File: src/rtl/tmpl_seek.sv
module tmpl_seek #(
  parameter int AW        = 8,
  parameter int DW        = 8,
  parameter int NINST     = 64,
  parameter int KEY_BASE  = 32,
  parameter int LOCK_BASE = 48,
  parameter int NPAIR     = 16,
  parameter int RMOD_BASE = 1,
  parameter int OP_BASE   = 5
) (
  input  logic          clk,
  input  logic          rst_n,
  input  logic          start_i,
  input  logic [DW-1:0] op_i,
  input  logic [AW-1:0] ip_i,
  input  logic [AW-1:0] sp_i,
  output logic [AW-1:0] rda_addr_o,
  input  logic [DW-1:0] rda_data_i,
  output logic [AW-1:0] rdb_addr_o,
  input  logic [DW-1:0] rdb_data_i,
  output logic          busy_o,
  output logic          done_o,
  output logic [AW-1:0] ip_o,
  output logic [AW-1:0] sp_o,
  output logic          reg_we_o,
  output logic [1:0]    reg_sel_o,
  output logic [AW-1:0] reg_wd_o
);
  localparam logic [DW-1:0] MODV  = DW'(NINST);
  localparam logic [DW-1:0] KLO   = DW'(KEY_BASE);
  localparam logic [DW-1:0] KHI   = DW'(KEY_BASE + NPAIR - 1);
  localparam logic [DW-1:0] DLOCK = DW'(LOCK_BASE - KEY_BASE);
  localparam logic [DW-1:0] RLO   = DW'(RMOD_BASE);
  localparam logic [DW-1:0] RHI   = DW'(RMOD_BASE + 3);
  localparam logic [DW-1:0] OLO   = DW'(OP_BASE);
  localparam logic [DW-1:0] OHI   = DW'(OP_BASE + 3);

  typedef enum logic [1:0] {S_IDLE, S_SEEK, S_CAPT} st_t;

  st_t           st_q;
  logic          fwd_q, cap_q;
  logic [AW-1:0] ip_q, sp_q;
  logic [DW-1:0] op_m, a_m, b_m, op_off;
  logic          op_ok, key_ok, hit, rmod_ok;
  logic [AW-1:0] ip_p1, sp_step;

  assign op_m    = op_i % MODV;
  assign a_m     = rda_data_i % MODV;
  assign b_m     = rdb_data_i % MODV;
  assign op_ok   = (op_m >= OLO) && (op_m <= OHI);
  assign op_off  = op_m - OLO;
  assign key_ok  = (a_m >= KLO) && (a_m <= KHI);
  assign hit     = (b_m == a_m + DLOCK);
  assign rmod_ok = (a_m >= RLO) && (a_m <= RHI);
  assign ip_p1   = ip_q + AW'(1);
  assign sp_step = fwd_q ? sp_q + AW'(1) : sp_q - AW'(1);

  assign rda_addr_o = (st_q == S_CAPT) ? ip_q + AW'(2) : ip_p1;
  assign rdb_addr_o = sp_q;
  assign busy_o     = (st_q != S_IDLE);
  assign ip_o       = ip_q;
  assign sp_o       = sp_q;

  always_ff @(posedge clk) begin
    if (!rst_n) begin
      st_q      <= S_IDLE;
      fwd_q     <= 1'b0;
      cap_q     <= 1'b0;
      ip_q      <= '0;
      sp_q      <= '0;
      done_o    <= 1'b0;
      reg_we_o  <= 1'b0;
      reg_sel_o <= '0;
      reg_wd_o  <= '0;
    end else begin
      done_o   <= 1'b0;
      reg_we_o <= 1'b0;
      unique case (st_q)
        S_IDLE: if (start_i && op_ok) begin
          ip_q  <= ip_i;
          sp_q  <= sp_i;
          fwd_q <= op_off[0];
          cap_q <= op_off[1];
          st_q  <= S_SEEK;
        end
        S_SEEK: begin
          if (!key_ok) begin
            ip_q   <= ip_p1;
            sp_q   <= ip_p1;
            done_o <= 1'b1;
            st_q   <= S_IDLE;
          end else if (hit) begin
            if (cap_q) begin
              st_q <= S_CAPT;
            end else begin
              ip_q   <= sp_q;
              done_o <= 1'b1;
              st_q   <= S_IDLE;
            end
          end else begin
            sp_q <= sp_step;
          end
        end
        S_CAPT: begin
          reg_we_o  <= 1'b1;
          reg_sel_o <= rmod_ok ? 2'(a_m - RLO) : 2'd0;
          reg_wd_o  <= sp_q;
          ip_q      <= ip_p1;
          sp_q      <= ip_p1;
          done_o    <= 1'b1;
          st_q      <= S_IDLE;
        end
        default: st_q <= S_IDLE;
      endcase
    end
  end

  AST_SP_ONE_STEP: assert property (@(posedge clk) disable iff (!rst_n)
    (st_q == S_SEEK && $past(st_q) == S_SEEK) |->
      (sp_q == $past(sp_q) + AW'(1) || sp_q == $past(sp_q) - AW'(1)));
  AST_IP_HELD: assert property (@(posedge clk) disable iff (!rst_n)
    (busy_o && $past(busy_o)) |-> $stable(ip_o));
  AST_RETIRE_ALIGN: assert property (@(posedge clk) disable iff (!rst_n)
    done_o |-> (sp_o == ip_o && !busy_o));
  AST_DONE_SINGLE: assert property (@(posedge clk) disable iff (!rst_n)
    done_o |=> !done_o);
  AST_WRITE_AFTER_CAPT: assert property (@(posedge clk) disable iff (!rst_n)
    reg_we_o |-> ($past(st_q) == S_CAPT && done_o));
  AST_JUMP_LANDS: assert property (@(posedge clk) disable iff (!rst_n)
    ($past(st_q) == S_SEEK && !$past(cap_q) && done_o && ip_o != $past(ip_q) + AW'(1))
      |-> ip_o == $past(sp_q));
endmodule

File: config.mk
export PLATFORM = sky130hd
export DESIGN_NAME = tmpl_seek
export DESIGN_NICKNAME = d
export VERILOG_FILES = /design/src/rtl/tmpl_seek.sv
export SDC_FILE = /design/constraint.sdc
export NUM_CORES = 1
export LEC_CHECK = 0
export ABC_AREA = 1
export BUFFER_PORTS_ARGS = -buffer_cell sky130_fd_sc_hd__buf_4
export CAP_MARGIN = 5
export CORE_AREA = 2 2 82 84
export CTS_BUF_LIST = sky130_fd_sc_hd__clkbuf_8
export CTS_CLUSTER_SIZE = 12
export DETAILED_ROUTE_END_ITERATION = 8
export DIE_AREA = 0 0 84 86
export PLACE_DENSITY_LB_ADDON = 0.3
export SLEW_MARGIN = 10
export SYNTH_ARGS = -nofsm -noshare
export SYNTH_HDL_FRONTEND = slang
export SYNTH_SLANG_ARGS = --single-unit
File: constraint.sdc
create_clock -name clk -period 4.1 [get_ports clk]
set_input_delay 0.41 -clock clk [delete_from_list [all_inputs] [get_ports clk]]
set_output_delay 0.41 -clock clk [all_outputs]
set_load 0.05 [all_outputs]
After elaboration in Yosys (flattened, before gate mapping)
Index checks and enable logic that the tools add are counted.
Widths: inputs -> output; s select.
Word-level totals
  bits of input ports: 43
  flip-flop bits (word level): 32
  output and inout bits: 45
Operators by class
  $lt $le $gt $ge: 6
  equal/unequal tests: 7
  reductions and logical operators: 11
  $add $sub $neg: 7
  mux-type cells: 22
Operator list (count)
  $mux 8: 9
  $pmux 8 s3: 2
  $add 8x1->8 const B: 2
  $mux 2: 5
  $ne 3x3->1 const B: 3
  $add 8x2->8 const B: 1
  $sub 8x1->8 const B: 1
  $add 6x5->7 const B: 1
  $eq 6x7->1: 1
  $ge 6x1->1 const B: 1
  $ge 6x3->1 const B: 1
  $ge 6x6->1 const B: 1
  $le 6x3->1 const B: 1
  $le 6x4->1 const B: 1
  $le 6x6->1 const B: 1
  $logic_and 1x1->1: 4
  $mux 1: 4
  $pmux 2 s2: 1
  $reduce_and 2->1: 2
  $reduce_and 4->1: 1
  $sub 2x1->2 const B: 2
  $reduce_and 3->1: 1
  $reduce_bool 3->1: 1
  $eq 2x1->1 const B: 1
  5 further kinds: 5

Logic depth before layout (Yosys ltp)
  depth in word-level cells: 5
  mapped depth: 14

Worst setup path after synthesis
OpenSTA, ideal clock, no wires.
  kind: reg-to-output
  start point: register st_q[0]
  end point: output rda_addr_o[5]
  buffers on the path: 2
  arrival time: 2.226 ns
  cell stages (with the launch flop): 8
  data required time: 3.690 ns
  slack: 1.464 ns
  cell sequence: dfxtp_1 -> inv_1 -> ha_1 -> buf_2 -> inv_1 -> buf_2 -> nand2_1 -> o21ai_0
Between the ends
  word-level cells in the longest chain between the ends: 2
RTL lines
  start, declared: line 40  | st_t st_q;
  start signal, assigned: line 66  | st_q <= S_IDLE;
  start signal, assigned: line 84  | st_q <= S_SEEK;
  start signal, assigned: line 91  | st_q <= S_IDLE;
  $eq 2x2->1: line 58  | assign rda_addr_o = (st_q == S_CAPT) ? ip_q + AW'(2) : ip_p1;
  $mux 8: line 58
  end, declared: line 17  | output logic [AW-1:0] rda_addr_o,
Every way passes these cells.

Worst setup path in the final report
  start point: register st_q[0]
  end point: output rda_addr_o[3]
Same word-level chain as after synthesis.

==> summary.txt <==
STA
  – Clk_skew: 0.0101 ns
  – Slew Viols, Final: 0
  – Hold slack: 0.404 ns
  – Final min period: 2.42 ns
  – Final Hold Viols: 0
  – Final-report setup violation count: 0
  – Worst Tran Pin Value: 0.724 ns
  – RSZ-0062 raised after global routing: false
  – Final worst-path cycle share: 58.9%
  – Slew headroom: 51.7%
  – Fin Setup TNS: 0 ns
  – Fmax: 0.414 GHz

Placement
  – Input/output buffers: 81
  – Dpl hpwl: 5.59 mm
  – Placed inst area: 0.00330 mm²
  – Routability cong.: 0.883

GRT
  – First-pass GRT wire length: 11.8 mm
  – Vias in the first global route: 2,633
  – GRT Overall Usage: 20.1%
  – Largest net degree at the start of global routing: 26
  – Initial antenna violation count: 0
  – GRT overflow: 0

Synthesis
  – Simple-Gate Fraction of Synth Area: 31.0%
  – Yosys top cell area share: 23.5%
  – Ys flop type: dfxtp_1
  – Synth Area in Adders: 10.4%
  – Ys Warns: 0
  – Async SR Flop Fraction: 0%
  – Top post-synthesis cells by area: dfxtp_1, nand2_1, ha_1
  – Syn Std Cell Area: 0.00272 mm²
  – Xor and xnor area share after synthesis: 3.22%
  – Synth area leader: dfxtp_1
  – Syn nets: 489
  – EDFF count, synth: 0
  – Register area share after synthesis: 23.5%
  – Gate Count Post-Synth: 424
  – Main combinational cell family by area after synthesis: simple AND/OR/NAND/NOR gates
  – Complex-gate fraction of the synthesized area: 18.4%
  – Mux share of post-synthesis cell area: 0%
  – FF+latch count, synth: 32
  – Netlist cell types: 38
  – Average size of a mapped cell: 6.42 µm²

Routing
  – Vias/cell: 5.06
  – Routed wire per std cell: 12.9 µm
  – # DRC: 0
  – Routed Antenna Nets: 0
  – Total wire length: 7.39 mm
  – Total number of vias: 2,890
  – Initial DRC count: 216
  – 1st-pass router iterations: 4

Layout
  – Share of layout cells above drive strength 1: 25.7%
  – Most common cell after layout, fill and taps aside: nand2_1
  – Fin nets: 558
  – Cell area after layout: 0.00343 mm²
  – Fill count: 638
  – Most frequent cells in the layout: nand2_1, buf_4, inv_1, a21oi_1, nor2_1
  – Util after Layout: 54.6%
  – P&R area growth vs syn: 25.8%
  – ANT cells: 0

Die
  – Row cnt: 29
  – Initial core utilization: 43.4%
  – Area of the die: 0.00722 mm²
  – Horiz. Die Dim: 84 µm
  – Core area: 0.00628 mm²
  – Ports: 88
  – Die H: 86 µm

Clock network
  – CTS clock-pin slew for the worst setup and hold paths: 0.07 ns
  – H-tree levels: 2
  – CTS Sinks: 32
  – Post-CTS Repair Setup Buffers: 0
  – CTS tree: yes
  – Root buffer cell: clkbuf_8
  – Post_cts resized: 0
  – Clock Path Buffers: 2
  – Clk_lat worst skew: 0.29 ns
  – Hold-fix buffers at CTS: 0
  – CTS Buf Count: 5

Critical path
  – Worst path max stage delay: 0.38 ns
  – Setup CP Type: reg -> out
  – Crit-path slowest cell: dfxtp_1
  – Worst-path fanout max: 12
  – Crit path arrival time: 2.01 ns
  – Data required time of the critical path: 3.69 ns
  – Endpoint class of the critical path: output pin
  – CP Cell Sequence: inv_1 > ha_1 > inv_1 > nand2_1 > nand2_1 > xor2_1 > buf_4
  – Startpoint types: register

Min path
  – Min-delay worst type: in -> reg

Job
  – Max Cap Violations: 0

Pwr
  – Power Density: 862 mW/mm²
  – Peak supply drop: 487 µV
  – Pleak: 1.72 nW

Status
  – Status: completed
registers in the layout, indices dropped and copies added, names as in the netlist:
name	flops
ip_o	8
rdb_addr_o	8
st_q	2
fwd_q	1
reg_sel_o	2
reg_we_o	1
reg_wd_o	8
cap_q	1
done_o	1
layer usage:
layer / share of wire [%] / track usage [%] / vias up
li1: - / - / 1497
met1: 44 / 25.1 / 1283
met2: 48 / 35.2 / 97
met3: 7.0 / 4.04 / 13
met4: 1.6 / 6.01 / 0
met5: 0 / 0 / -
critical path, delay by kind of cell (launching register included):
| kind | cells | cell delay (ns) |
|---|---|---|
| and+or+nand+nor | 2 | 0.28 |
| DFF | 1 | 0.38 |
| adders and majority gates | 1 | 0.23 |
| xor gates and xnor gates | 1 | 0.18 |
| buffers and inverters | 3 | 0.64 |
synth_stat cells (2+ instances only):
| cell | n |
|---|---|
| nand3b_1 | 2 |
| nand2_2 | 7 |
| nand2_1 | 94 |
| xnor2_1 | 4 |
| buf_2 | 4 |
| nor2_1 | 35 |
| o21ai_0 | 29 |
| buf_4 | 10 |
| nand4_1 | 6 |
| o21ai_1 | 14 |
| clkbuf_1 | 4 |
| nand3_1 | 26 |
| a21oi_1 | 37 |
| dfxtp_1 | 32 |
| inv_2 | 8 |
| a31oi_1 | 3 |
| o211ai_1 | 2 |
| or2_2 | 6 |
| nand3_2 | 2 |
| inv_1 | 51 |
| xor2_1 | 6 |
| a21oi_2 | 3 |
| ha_1 | 21 |
| nor2_2 | 4 |
power breakdown:
group / switching (mW) / internal, mW
sequential: 0.134 / 0.415
combinational: 1.42 / 0.643
clock: 0.130 / 0.215
total: 1.68 / 1.27
area by class of cell:
| cell class | count | area [µm²] | share of cell area (%) |
|---|---|---|---|
| well taps | 77 | 96.3 | 2.81 |
| flip-flops and latches | 32 | 641 | 18.7 |
| inverters | 61 | 234 | 6.83 |
| multi-input cells | 311 | 1710 | 50.0 |
| clock buffers | 7 | 96.3 | 2.81 |
| repair buffers | 82 | 616 | 18.0 |
| clock inverters | 1 | 30.0 | 0.876 |
cells by family after synthesis:
group | count (synthesis)
buffers and inverters | 81
AND/OR/NAND/NOR | 187
AO/OA/AOI/OAI | 92
XOR/XNOR | 10
adder cells (fa/ha/maj) | 22
flip-flops | 32
final timing paths:
path            startpoint            end  slack, ns  cells after the start
max                st_q[0]  rda_addr_o[3]       1.68                      7
min          rda_data_i[0]   reg_sel_o[0]       0.40                      4
max reg2reg        st_q[1]  rdb_addr_o[3]       1.88                      9
min reg2reg    reg_wd_o[5]    reg_wd_o[5]       0.51                      2
metrics by stage:
| step | setup slack, ns | power [mW] | instances |
|---|---|---|---|
| floorplan | 1.46 | 2.13 | 424 |
| global placement | 1.85 | 2.59 | 563 |
| detailed placement | 1.82 | 2.61 | 563 |
| CTS | 1.66 | 2.95 | 571 |
| global route | 1.50 | 3.18 | 571 |
| finish | 1.68 | 2.96 | 571 |
Power figures use the tool's default switching activity.
